<file path="src/rtl/dpot_pkg.sv">
package dpot_pkg;

  localparam int CMD_W  = 4;
  localparam int AFLD_W = 4;

  typedef enum logic [CMD_W-1:0] {
    CMD_NOP      = 4'd0,
    CMD_NV2W     = 4'd1,
    CMD_W2NV     = 4'd2,
    CMD_NVWR     = 4'd3,
    CMD_HALF_ONE = 4'd4,
    CMD_HALF_ALL = 4'd5,
    CMD_DEC_ONE  = 4'd6,
    CMD_DEC_ALL  = 4'd7,
    CMD_RELOAD   = 4'd8,
    CMD_NVRD     = 4'd9,
    CMD_WRD      = 4'd10,
    CMD_WWR      = 4'd11,
    CMD_DBL_ONE  = 4'd12,
    CMD_DBL_ALL  = 4'd13,
    CMD_INC_ONE  = 4'd14,
    CMD_INC_ALL  = 4'd15
  } cmd_e;

  typedef enum logic [2:0] {
    WOP_HOLD,
    WOP_LOAD,
    WOP_INC,
    WOP_DEC,
    WOP_DBL,
    WOP_HALF
  } wop_e;

endpackage

</file>
<file path="src/rtl/dpot_serial_rx.sv">
module dpot_serial_rx #(
  parameter int DATA_W = 16
) (
  input  logic                 clk,
  input  logic                 rst_n,
  input  logic                 ser_clk,
  input  logic                 ser_sel_n,
  input  logic                 ser_din,
  input  logic                 rb_pend,
  input  logic [DATA_W-1:0]    rb_data,
  output logic                 frame_start,
  output logic                 frame_done,
  output logic                 frame_ok,
  output logic [DATA_W+7:0]    word,
  output logic                 ser_dout
);

  localparam int WORD_W = DATA_W + 8;
  localparam int CNT_W  = $clog2(WORD_W + 2);
  localparam logic [CNT_W-1:0] CNT_FULL = CNT_W'(WORD_W);
  localparam logic [CNT_W-1:0] CNT_SAT  = '1;

  logic              sclk_q;
  logic              sel_q;
  logic              bit_rise;
  logic [CNT_W-1:0]  bit_cnt;
  logic [WORD_W-1:0] in_sr;
  logic [WORD_W-1:0] out_sr;

  assign bit_rise    = ser_clk & ~sclk_q & ~ser_sel_n;
  assign frame_start = sel_q & ~ser_sel_n;
  assign frame_done  = ~sel_q & ser_sel_n;
  assign frame_ok    = (bit_cnt == CNT_FULL);
  assign word        = in_sr;
  assign ser_dout    = out_sr[WORD_W-1];

  always_ff @(posedge clk) begin
    if (!rst_n) begin
      sclk_q <= 1'b0;
      sel_q  <= 1'b1;
    end else begin
      sclk_q <= ser_clk;
      sel_q  <= ser_sel_n;
    end
  end

  always_ff @(posedge clk) begin
    if (!rst_n) begin
      bit_cnt <= '0;
      in_sr   <= '0;
    end else if (frame_start) begin
      bit_cnt <= '0;
    end else if (bit_rise) begin
      in_sr <= {in_sr[WORD_W-2:0], ser_din};
      if (bit_cnt != CNT_SAT) bit_cnt <= bit_cnt + 1'b1;
    end
  end

  always_ff @(posedge clk) begin
    if (!rst_n) begin
      out_sr <= '0;
    end else if (frame_start) begin
      out_sr <= rb_pend ? {in_sr[WORD_W-1 -: 8], rb_data} : in_sr;
    end else if (bit_rise) begin
      out_sr <= {out_sr[WORD_W-2:0], 1'b0};
    end
  end


  cnt_idle_hold_chk: assert property (@(posedge clk) disable iff (!rst_n)
    (ser_sel_n && sel_q) |=> $stable(bit_cnt));


  dout_idle_hold_chk: assert property (@(posedge clk) disable iff (!rst_n)
    (ser_sel_n && sel_q) |=> $stable(ser_dout));

endmodule

</file>
<file path="src/rtl/dpot_nv_store.sv">
module dpot_nv_store #(
  parameter int          DEPTH       = 16,
  parameter int          DATA_W      = 16,
  parameter int          WW          = 10,
  parameter int unsigned WIPER_RESET = 512
) (
  input  logic                      clk,
  input  logic                      rst_n,
  input  logic                      we,
  input  logic [$clog2(DEPTH)-1:0]  waddr,
  input  logic [DATA_W-1:0]         wdata,
  input  logic                      wp_release,
  input  logic [$clog2(DEPTH)-1:0]  rd_addr,
  output logic [DATA_W-1:0]         rd_data,
  output logic [WW-1:0]             ent0,
  output logic [WW-1:0]             ent1
);

  localparam logic [DATA_W-1:0] WIPE_INIT = DATA_W'(WIPER_RESET);

  logic [DATA_W-1:0] mem [DEPTH];

  for (genvar e = 0; e < DEPTH; e++) begin : g_ent
    always_ff @(posedge clk) begin
      if (!rst_n) begin
        mem[e] <= (e < 2) ? WIPE_INIT : '0;
      end else if (we && (waddr == e)) begin
        mem[e] <= wdata;
      end
    end
  end

  assign rd_data = mem[rd_addr];
  assign ent0    = mem[0][WW-1:0];
  assign ent1    = mem[1][WW-1:0];


  nv_protect_chk: assert property (@(posedge clk) disable iff (!rst_n)
    we |-> wp_release);

endmodule

</file>
<file path="src/rtl/dpot_wiper_bank.sv">
module dpot_wiper_bank
  import dpot_pkg::*;
#(
  parameter int          WW          = 10,
  parameter int unsigned WIPER_RESET = 512
) (
  input  logic                clk,
  input  logic                rst_n,
  input  wop_e                op,
  input  logic [1:0]          mask,
  input  logic [WW-1:0]       ld0,
  input  logic [WW-1:0]       ld1,
  output logic [1:0][WW-1:0]  q
);

  localparam logic [WW-1:0] TOP  = '1;
  localparam logic [WW-1:0] INIT = WW'(WIPER_RESET);

  function automatic logic [WW-1:0] f_inc(input logic [WW-1:0] v);
    return (v == TOP) ? TOP : v + 1'b1;
  endfunction

  function automatic logic [WW-1:0] f_dec(input logic [WW-1:0] v);
    return (v == '0) ? '0 : v - 1'b1;
  endfunction

  function automatic logic [WW-1:0] f_dbl(input logic [WW-1:0] v);
    return v[WW-1] ? TOP : {v[WW-2:0], 1'b0};
  endfunction

  function automatic logic [WW-1:0] f_half(input logic [WW-1:0] v);
    return {1'b0, v[WW-1:1]};
  endfunction

  logic [1:0][WW-1:0] ld;
  assign ld[0] = ld0;
  assign ld[1] = ld1;

  for (genvar c = 0; c < 2; c++) begin : g_ch
    logic [WW-1:0] nxt;

    always_comb begin
      unique case (op)
        WOP_LOAD: nxt = ld[c];
        WOP_INC:  nxt = f_inc(q[c]);
        WOP_DEC:  nxt = f_dec(q[c]);
        WOP_DBL:  nxt = f_dbl(q[c]);
        WOP_HALF: nxt = f_half(q[c]);
        default:  nxt = q[c];
      endcase
    end

    always_ff @(posedge clk) begin
      if (!rst_n)       q[c] <= INIT;
      else if (mask[c]) q[c] <= nxt;
    end


    inc_sat_chk: assert property (@(posedge clk) disable iff (!rst_n)
      (op == WOP_INC && mask[c] && q[c] == TOP) |=> (q[c] == TOP));


    dbl_sat_chk: assert property (@(posedge clk) disable iff (!rst_n)
      (op == WOP_DBL && mask[c] && q[c][WW-1]) |=> (q[c] == TOP));
  end

endmodule

</file>
<file path="src/rtl/dpot_cmd_engine.sv">
module dpot_cmd_engine
  import dpot_pkg::*;
#(
  parameter int          WIPER_W     = 10,
  parameter int          NV_W        = 16,
  parameter int          NV_DEPTH    = 16,
  parameter int          NV_BUSY_CYC = 200,
  parameter int unsigned WIPER_RESET = 512
) (
  input  logic               clk,
  input  logic               rst_n,
  input  logic               ser_clk,
  input  logic               ser_sel_n,
  input  logic               ser_din,
  output logic               ser_dout,
  input  logic               restore_n,
  input  logic               protect_n,
  output logic               ready,
  output logic               prog_read,
  output logic [WIPER_W-1:0] wiper0,
  output logic [WIPER_W-1:0] wiper1
);

  localparam int WORD_W = NV_W + 8;
  localparam int ADDR_W = $clog2(NV_DEPTH);
  localparam int BUSY_W = $clog2(NV_BUSY_CYC + 2);
  localparam logic [BUSY_W-1:0] BUSY_LOAD = BUSY_W'(NV_BUSY_CYC);

  // serial front end
  logic              frame_start, frame_done, frame_ok;
  logic [WORD_W-1:0] word;
  logic              rb_pend;
  logic [NV_W-1:0]   rb_data;

  dpot_serial_rx #(.DATA_W(NV_W)) u_rx (
    .clk         (clk),
    .rst_n       (rst_n),
    .ser_clk     (ser_clk),
    .ser_sel_n   (ser_sel_n),
    .ser_din     (ser_din),
    .rb_pend     (rb_pend),
    .rb_data     (rb_data),
    .frame_start (frame_start),
    .frame_done  (frame_done),
    .frame_ok    (frame_ok),
    .word        (word),
    .ser_dout    (ser_dout)
  );

  // field decode
  cmd_e              cmd;
  logic [AFLD_W-1:0] addr_f;
  logic              a0;
  logic [NV_W-1:0]   data_f;

  assign cmd    = cmd_e'(word[WORD_W-1 -: CMD_W]);
  assign addr_f = word[NV_W +: AFLD_W];
  assign a0     = addr_f[0];
  assign data_f = word[NV_W-1:0];

  // events brought out as named wires
  logic exec_fire;
  logic restore_fire;
  logic rest_q;
  logic [BUSY_W-1:0] busy_cnt;

  assign ready        = (busy_cnt == '0);
  assign exec_fire    = frame_done & frame_ok & ready;
  assign restore_fire = rest_q & ~restore_n;

  always_ff @(posedge clk) begin
    if (!rst_n) rest_q <= 1'b1;
    else        rest_q <= restore_n;
  end

  // wiper storage
  logic [1:0][WIPER_W-1:0] wq;
  logic [WIPER_W-1:0]      wsel;

  assign wiper0 = wq[0];
  assign wiper1 = wq[1];
  assign wsel   = a0 ? wq[1] : wq[0];

  // retained storage
  logic              nv_we;
  logic [ADDR_W-1:0] nv_waddr, nv_raddr;
  logic [NV_W-1:0]   nv_wdata, nv_rdata;
  logic [WIPER_W-1:0] nv_e0, nv_e1;
  logic              is_nv_write;

  assign is_nv_write = (cmd == CMD_W2NV) || (cmd == CMD_NVWR);
  assign nv_we    = exec_fire & protect_n & is_nv_write;
  assign nv_waddr = (cmd == CMD_NVWR) ? addr_f[ADDR_W-1:0] : ADDR_W'(a0);
  assign nv_wdata = (cmd == CMD_NVWR) ? data_f
                                      : {{(NV_W-WIPER_W){1'b0}}, wsel};
  assign nv_raddr = (cmd == CMD_NVRD) ? addr_f[ADDR_W-1:0] : ADDR_W'(a0);

  dpot_nv_store #(
    .DEPTH       (NV_DEPTH),
    .DATA_W      (NV_W),
    .WW          (WIPER_W),
    .WIPER_RESET (WIPER_RESET)
  ) u_nv (
    .clk        (clk),
    .rst_n      (rst_n),
    .we         (nv_we),
    .waddr      (nv_waddr),
    .wdata      (nv_wdata),
    .wp_release (protect_n),
    .rd_addr    (nv_raddr),
    .rd_data    (nv_rdata),
    .ent0       (nv_e0),
    .ent1       (nv_e1)
  );

  // wiper operation select
  wop_e               w_op;
  logic [1:0]         w_mask;
  logic [1:0]         one_mask;
  logic [WIPER_W-1:0] w_ld0, w_ld1;

  assign one_mask = a0 ? 2'b10 : 2'b01;

  always_comb begin
    w_op   = WOP_HOLD;
    w_mask = 2'b00;
    w_ld0  = nv_e0;
    w_ld1  = nv_e1;
    if (restore_fire) begin
      w_op   = WOP_LOAD;
      w_mask = 2'b11;
    end else if (exec_fire) begin
      unique case (cmd)
        CMD_NV2W: begin
          w_op = WOP_LOAD; w_mask = one_mask;
          w_ld0 = nv_rdata[WIPER_W-1:0]; w_ld1 = nv_rdata[WIPER_W-1:0];
        end
        CMD_WWR: begin
          w_op = WOP_LOAD; w_mask = one_mask;
          w_ld0 = data_f[WIPER_W-1:0]; w_ld1 = data_f[WIPER_W-1:0];
        end
        CMD_RELOAD:   begin w_op = WOP_LOAD; w_mask = 2'b11;    end
        CMD_HALF_ONE: begin w_op = WOP_HALF; w_mask = one_mask; end
        CMD_HALF_ALL: begin w_op = WOP_HALF; w_mask = 2'b11;    end
        CMD_DEC_ONE:  begin w_op = WOP_DEC;  w_mask = one_mask; end
        CMD_DEC_ALL:  begin w_op = WOP_DEC;  w_mask = 2'b11;    end
        CMD_DBL_ONE:  begin w_op = WOP_DBL;  w_mask = one_mask; end
        CMD_DBL_ALL:  begin w_op = WOP_DBL;  w_mask = 2'b11;    end
        CMD_INC_ONE:  begin w_op = WOP_INC;  w_mask = one_mask; end
        CMD_INC_ALL:  begin w_op = WOP_INC;  w_mask = 2'b11;    end
        default:      begin w_op = WOP_HOLD; w_mask = 2'b00;    end
      endcase
    end
  end

  dpot_wiper_bank #(
    .WW          (WIPER_W),
    .WIPER_RESET (WIPER_RESET)
  ) u_wip (
    .clk   (clk),
    .rst_n (rst_n),
    .op    (w_op),
    .mask  (w_mask),
    .ld0   (w_ld0),
    .ld1   (w_ld1),
    .q     (wq)
  );

  // busy window, status flag, readback latch
  always_ff @(posedge clk) begin
    if (!rst_n)              busy_cnt <= '0;
    else if (nv_we)          busy_cnt <= BUSY_LOAD;
    else if (busy_cnt != '0) busy_cnt <= busy_cnt - 1'b1;
  end

  always_ff @(posedge clk) begin
    if (!rst_n) begin
      prog_read <= 1'b0;
    end else if (exec_fire) begin
      if (cmd == CMD_NV2W)     prog_read <= 1'b1;
      else if (cmd == CMD_NOP) prog_read <= 1'b0;
    end
  end

  always_ff @(posedge clk) begin
    if (!rst_n) begin
      rb_pend <= 1'b0;
      rb_data <= '0;
    end else if (exec_fire && cmd == CMD_NVRD) begin
      rb_pend <= 1'b1;
      rb_data <= nv_rdata;
    end else if (exec_fire && cmd == CMD_WRD) begin
      rb_pend <= 1'b1;
      rb_data <= {{(NV_W-WIPER_W){1'b0}}, wsel};
    end else if (frame_start) begin
      rb_pend <= 1'b0;
    end
  end


  wiper_quiet_chk: assert property (@(posedge clk) disable iff (!rst_n)
    !(exec_fire || restore_fire) |=> ($stable(wiper0) && $stable(wiper1)));


  busy_after_write_chk: assert property (@(posedge clk) disable iff (!rst_n)
    nv_we |=> !ready);


  prog_rise_chk: assert property (@(posedge clk) disable iff (!rst_n)
    $rose(prog_read) |-> $past(exec_fire && cmd == CMD_NV2W));

endmodule

</file>
<file path="config.mk">
export PLATFORM = sky130hd
export DESIGN_NAME = dpot_cmd_engine
export DESIGN_NICKNAME = d
export VERILOG_FILES = /design/src/rtl/dpot_pkg.sv /design/src/rtl/dpot_serial_rx.sv /design/src/rtl/dpot_nv_store.sv /design/src/rtl/dpot_wiper_bank.sv /design/src/rtl/dpot_cmd_engine.sv
export SDC_FILE = /design/constraint.sdc
export NUM_CORES = 1
export LEC_CHECK = 0
export BUFFER_PORTS_ARGS = -buffer_cell sky130_fd_sc_hd__buf_2
export CORE_UTILIZATION = 57
export DETAILED_ROUTE_END_ITERATION = 10
export PLACE_DENSITY = 0.86
export SLEW_MARGIN = 40
export SYNTH_ARGS = -nofsm -noshare
export SYNTH_HDL_FRONTEND = slang
export SYNTH_HIERARCHICAL = 1
export SYNTH_SLANG_ARGS = --single-unit
</file>
<file path="constraint.sdc">
create_clock -name clk -period 3.6 [get_ports clk]
set_input_delay 0.9 -clock clk [delete_from_list [all_inputs] [get_ports clk]]
set_output_delay 0.9 -clock clk [all_outputs]
set_load 0.02 [all_outputs]
</file>
## Word-level counts from Yosys, hierarchy flattened

Memory sizes are Yosys's and may differ from the RTL's.
Cells that the tools add are included.

| storage, ports and cells | value |
|---|---|
| input port bits | 7 |
| logic and storage cells | 237 |
| memory bits (writable) | 256 |
| register bits after elaboration | 102 |
| output and inout port bits | 23 |
| memories kept | 1 |

| cells by class | value |
|---|---|
| bitwise logic cells | 31 |
| reductions and logical operators | 45 |
| add/subtract/negate cells | 6 |
| eq/ne operators | 39 |
| mux-type cells | 102 |

Memory list:

| name | words | bits a word | read ports | clocked after Yosys merged registers in | wr ports | RTL line | source |
|---|---|---|---|---|---|---|---|
| u_nv.mem | 16 | 16 | 3 | 0 | 16 | dpot_nv_store.sv:21 | `logic [DATA_W-1:0] mem [DEPTH];` |

Operators with widths:

| cell | count |
|---|---|
| 16-bit 2-to-1 mux | 20 |
| 10-bit 2-to-1 mux | 11 |
| 10-bit case mux with 5 select lines | 2 |
| 4-bit equality test (second input constant) | 16 |
| 1-bit 2-to-1 mux | 54 |
| 24-bit 2-to-1 mux | 2 |
| 10-bit case mux with 2 select lines | 2 |
| 4-bit by 3-bit equality test with 1-bit output (second input constant) | 8 |
| 10-bit by 1-bit adder with 10-bit output (second input constant) | 2 |
| 10-bit equality test (second input constant) | 2 |
| 10-bit zero test | 2 |
| 10-bit by 1-bit subtractor with 10-bit output (second input constant) | 2 |
| 1-bit logical AND | 18 |
| 4-bit by 2-bit equality test with 1-bit output (second input constant) | 4 |
| 8-bit 2-to-1 mux | 2 |
| 1-bit OR | 16 |
| 3-bit case mux with 5 select lines | 1 |
| 2-bit OR reduction | 6 |
| 2-bit AND reduction | 5 |
| 1-bit AND | 9 |
| 4-bit by 1-bit equality test with 1-bit output (second input constant) | 2 |
| 4-bit zero test | 2 |
| 8-bit zero test | 1 |
| 4-bit 2-to-1 mux | 2 |
| 19 further kinds | 32 |

## Longest topological paths before layout

| logic depth | value |
|---|---|
| word-level depth | 11 |
| depth in mapped cells | 15 |
| gate-level depth less buffers | 12 |

## By module

The synthesis kept the hierarchy.

By module, submodules not included:

| module | sequential area each (µm²) | cells an instance | area each (µm²) | times used |
|---|---|---|---|---|
| dpot_nv_store | 7687.4 | 749 | 11767.5 | 1 |
| dpot_serial_rx | 1101.1 | 268 | 2477.4 | 1 |
| dpot_wiper_bank | 400.4 | 348 | 2429.8 | 1 |
| dpot_cmd_engine | 540.5 | 317 | 2268.4 | 1 |

## Worst setup path before layout

Ideal clock, no wire load.

| timing path | value |
|---|---|
| kind | input -> register |
| from | input port ser_sel_n |
| to | memory u_nv.mem[5][0], enable pin |
| setup time | 0.411 ns |
| arrival time | 3.341 ns |
| stages | 6 |
| data required time | 3.189 ns |
| path buffers | 0 |
| slack | -0.152 ns |
| cells stage by stage | nor2b_1 nand4bb_1 nor2_1 and2_1 or3b_2 o21ai_0 |

RTL lines:

| what | RTL line | source |
|---|---|---|
| start: declaration | dpot_cmd_engine.sv:13 | `input logic ser_sel_n,` |
| end: declaration | dpot_nv_store.sv:21 |  |

## Worst setup path after layout

| timing path | value |
|---|---|
| from | register u_rx.bit_cnt[0] |
| to | register u_wip/q[6] in the netlist's numbering |

| between the ends | value |
|---|---|
| word-level cells in the longest chain between the ends | 8 |
| elaborated cells between the ends (all ways) | 17 |
| those cells by class | eq/ne: 6; mux: 7; bitwise: 2; reduce/logical: 2 |

RTL lines:

| what | RTL line | source |
|---|---|---|
| start: declaration | dpot_serial_rx.sv:26 | `logic [CNT_W-1:0] bit_cnt;` |
| start signal: assignment | dpot_serial_rx.sv:55 | `if (bit_cnt != CNT_SAT) bit_cnt <= bit_cnt + 1'b1;` |
| 5-bit equality test * | dpot_serial_rx.sv:33 | `assign frame_ok = (bit_cnt == CNT_FULL);` |
| named net frame_ok | dpot_cmd_engine.sv:30 | `logic frame_start, frame_done, frame_ok;` |
| 1-bit AND * (2 in series) | dpot_cmd_engine.sv:68 | `assign exec_fire = frame_done & frame_ok & ready;` |
| 3-bit 2-to-1 mux * | dpot_cmd_engine.sv:132 | `end else if (exec_fire) begin` |
| 3-bit 2-to-1 mux * | dpot_cmd_engine.sv:129 | `if (restore_fire) begin` |
| named net w_op[1] | dpot_cmd_engine.sv:117 | `wop_e w_op;` |
| 3-bit by 1-bit equality test with 1-bit output, or another cell as far along | dpot_wiper_bank.sv:43 | `unique case (op)` |
| 5-bit nonzero test (no source line) | n/a |  |
| 2-bit AND reduction (no source line) | n/a |  |
| end signal: indexed assignment | dpot_wiper_bank.sv:55 | `else if (mask[c]) q[c] <= nxt;` |
| end: declaration | dpot_wiper_bank.sv:13 | `output logic [1:0][WW-1:0] q` |

The timed path passes the listed nets; every way through them passes the cells marked *.
A chain may end at the register's enable or synchronous reset.

==> reports/results.tsv <==
metric	value	unit
max_slew.worst_pin.slew	0.814	ns
port_buffers	29	
clock_latency	0.54	ns
ys_ff_latch	358	
die_y	184	um
final_max_slew_viol_count	0	
timing.rr.start	u_rx/bit_cnt[0]$_SDFFE_PP0P_	
grt_max_degree	51	
syn-cell-area	0.0189	mm2
drive_above_1_share	15.9	%
fillers	2415	
postSynthCellCount	1682	
critical-path-max-stage-delay	0.50	ns
synthDistinctLibCells	92	
max_freq	304	MHz
final-setup-viol-count	0	
critPathLaunchType	register	
comb_power_share	8.7	%
nNetsFinal	1712	
hold_path_class	reg -> reg	
grt_pass1_vias	13700	
critPathArrivalTime	3.76	ns
multiInputGateArea	0.00821	mm2
start_util	58.1	%
die_area	0.0340	mm2
cp_slowest_cell	or3b_1	
core	0.0326	mm2
worstHoldEndpoint	rb_data[0]$_SDFFE_PN0P_	
clock_skew	0.0188	ns
dpl_cell_area	0.0197	mm2
rrSetupSlack	0.31	ns
p_seq_share	48.9	%
cts_root_buffer	clkbuf_16	
wl_per_cell	23.8	um
synth_edf_count	256	
vias	14100	
fin_crit	3.29	ns
rsz0062_at_grt	false	
die_x	184	um
swShare	23.7	%
synth_area_per_cell	11.3	um2
async_reset_ff_share	0	%
htree_levels	2	
regArea	0.00973	mm2
grt_use_total	30.6	%
post_cts_buffers	0	
slew_headroom	45.3	%
final_common_cell	and2_1	
drv_cap	0	
post_layout_nonfiller_instances	2164	
cpLargestDelayFamily	simple AND/OR/NAND/NOR gates	
crit_chain	inv_1, ha_1, and4b_1, nand4bb_1, or3_4, nor3_1, buf_4, or3b_1, a311o_1, a311oi_1, a311o_1	
final_area	0.0210	mm2
grt_pass1_wl	78500	um
peakVddDrop	502	uV
rows	66	
synthToLayoutAreaGrowth	10.8	%
cts-hold-fix-buffers	0	
clkTransAtPathRegs	0.06	ns
synth_top_flop_cell	edfxtp_1	
cts_resized	0	
boundaryPins	30	
p_int	7.41	mW
hold_start	rb_data[0]$_SDFFE_PN0P_	
grt.overflow.total	0	
hold_viol_final	0	
r2r_end	u_wip/q[6]$_SDFFE_PN0P_	
endpoint_kind	register	
crit_required	4.07	ns
yosys_warnings	6	
ys_seq_area_share	51.4	%
gp_routability_congestion	0.959	
vias_per_cell	6.53	
critical_path.most_common_cell	a311o_1	
dp_cells	2096	
numCtsBuffers	38	
p_clk_share	42.4	%
reg2regPathDepth	11	
numClockSinks	358	
drc	0	
path_class	reg -> reg	
period_share	91.4	%
antenna_found_initial	0	
status	finished clean	
clock_path_buffers	3	
layout_common_cells	and2_1 (274), edfxtp_1 (256), nand2_1 (123), dfxtp_1 (100), nor2_1 (96)	
firstDrtPassIters	6	
drt_iter0_drc	1603	
cts_tree	done	
leakage	7.49	nW
crit_buf_inv	2	
whs_path_depth	2	
n_antenna_cell	0	
synth_nets	1700	
finalSetupTns	0	ns
powerDensity	463	mW/mm2
wirelength	51600	um
ant_nets	0	
path_max_fanout	7	
p_sw	2.30	mW
hpwl	33200	um
[cell usage after synthesis (4+ instances only)]
library cell / n / area (um2)
ha_1: 11 / 138
nand2_1: 123 / 462
or3_1: 9 / 56.3
a21oi_1: 59 / 295
a211oi_1: 11 / 82.6
nand3_1: 18 / 90.1
nand4_1: 27 / 169
nand4b_1: 4 / 35.0
edfxtp_1: 256 / 7690
a21boi_0: 4 / 30.0
mux4_1: 10 / 263
o211ai_1: 16 / 120
inv_1: 48 / 180
mux2i_1: 40 / 400
nor3_1: 23 / 115
or4_1: 4 / 30.0
a32o_2: 6 / 67.6
buf_2: 19 / 95.1
nand3b_1: 5 / 37.5
nor2b_1: 7 / 43.8
nand4bb_1: 4 / 45.0
o311a_1: 7 / 70.1
a22o_1: 16 / 140
nand2b_1: 14 / 87.6
buf_4: 29 / 218
nor2_1: 97 / 364
a22oi_1: 33 / 248
o21ai_1: 4 / 20.0
o21ai_0: 73 / 365
buf_1: 4 / 15.0
o31ai_1: 6 / 45.0
a21boi_1: 20 / 150
and2_1: 274 / 1710
o2111ai_1: 23 / 201
a31oi_1: 12 / 75.1
xnor2_1: 13 / 114
buf_6: 10 / 113
clkbuf_1: 86 / 323
o2bb2ai_1: 9 / 78.8
dfxtp_1: 102 / 2040
mux4_2: 54 / 1220
and3_1: 7 / 43.8
[worst reg2reg max path: stages, from the launching register on]
cell	delay, ns
dfxtp_1	0.34
inv_1	0.07
ha_1	0.14
and4b_1	0.29
nand4bb_1	0.16
or3_4	0.40
nor3_1	0.30
buf_4	0.20
or3b_1	0.50
a311o_1	0.32
a311oi_1	0.33
a311o_1	0.17
[how the worst max path moves through the flow]
| stage | startpoint | endpoint | depth (start not counted) |
|---|---|---|---|
| CTS | u_rx/bit_cnt[0]$_SDFFE_PP0P_ | u_wip/q[6]$_SDFFE_PN0P_ | 11 |
| floorplan | ser_sel_n | u_nv/mem[5][0]$_SDFFCE_PN0P_ | 6 |
| detailed placement | ser_sel_n | u_wip/q[15]$_SDFFE_PN0P_ | 12 |
| finish | u_rx/bit_cnt[0]$_SDFFE_PP0P_ | u_wip/q[6]$_SDFFE_PN0P_ | 11 |
| global route | u_rx/bit_cnt[0]$_SDFFE_PP0P_ | u_wip/q[15]$_SDFFE_PN0P_ | 13 |
| global placement | ser_sel_n | u_wip/q[15]$_SDFFE_PN0P_ | 12 |
[logic make-up (layout without fill, tap and decap cells)]
logic type	count (synthesis)	in the layout	synth area share [%]
adder cells (fa/ha/maj)	11	11	0.727
buffers and inverters	205	245	5.42
XOR/XNOR	15	15	0.694
flip-flops	358	358	51.4
multiplexers	109	109	10.2
AO/OA/AOI/OAI	339	339	12.6
AND/OR/NAND/NOR	645	645	19.0
[power by group through the flow]
stage                     Clock, mW  Sequential, mW  Combinational (mW)
after CTS                      4.15            4.74               0.830
after global placement            0            4.80               0.788
after detailed placement          0            4.83               0.814
after global routing           4.29            4.76               0.902
final                          4.12            4.75               0.844
after floorplan                   0            4.77               0.630
[state kept, by name (all words and copies together), names as in the netlist]
signal,count
u_rx/sel_q,1
u_rx/sclk_q,1
prog_read,1
u_rx/out_sr,24
rest_q,1
u_rx/bit_cnt,5
u_rx/word,24
busy_cnt,8
u_wip/q,20
u_nv/mem,256
rb_pend,1
rb_data,16
[layer usage]
| layer | part of all wire, % | up-vias | global-route usage, % |
|---|---|---|---|
| li1 | - | 6219 | - |
| met1 | 39 | 6932 | 40.9 |
| met2 | 47 | 813 | 49.4 |
| met3 | 9.8 | 166 | 5.63 |
| met4 | 4.0 | 0 | 12.2 |
| met5 | 0 | - | 0 |
[stage by stage]
| stage | worst slack, ns | util, % | hold slack [ns] | power [mW] |
|---|---|---|---|---|
| global placement | 0.0269 | 60.2 | 0.440 | 5.59 |
| detailed placement | 0.0554 | 60.3 | 0.445 | 5.64 |
| global route | 0.130 | 64.3 | 0.472 | 9.96 |
| finish | 0.311 | 64.3 | 0.453 | 9.71 |
| floorplan | -0.152 | - | 0.428 | 5.40 |
| CTS | 0.356 | 64.3 | 0.452 | 9.72 |
[area by class of cell]
| cell class | instances | area share [%] |
|---|---|---|
| sequential | 358 | 46.4 |
| multi-input combinational | 1119 | 39.1 |
| tap | 442 | 2.64 |
| clock inverter | 24 | 1.29 |
| inverter | 50 | 0.894 |
| timing repair buffer | 127 | 4.62 |
| clock buffer | 44 | 5.04 |
(Power assumes the default switching activity.)
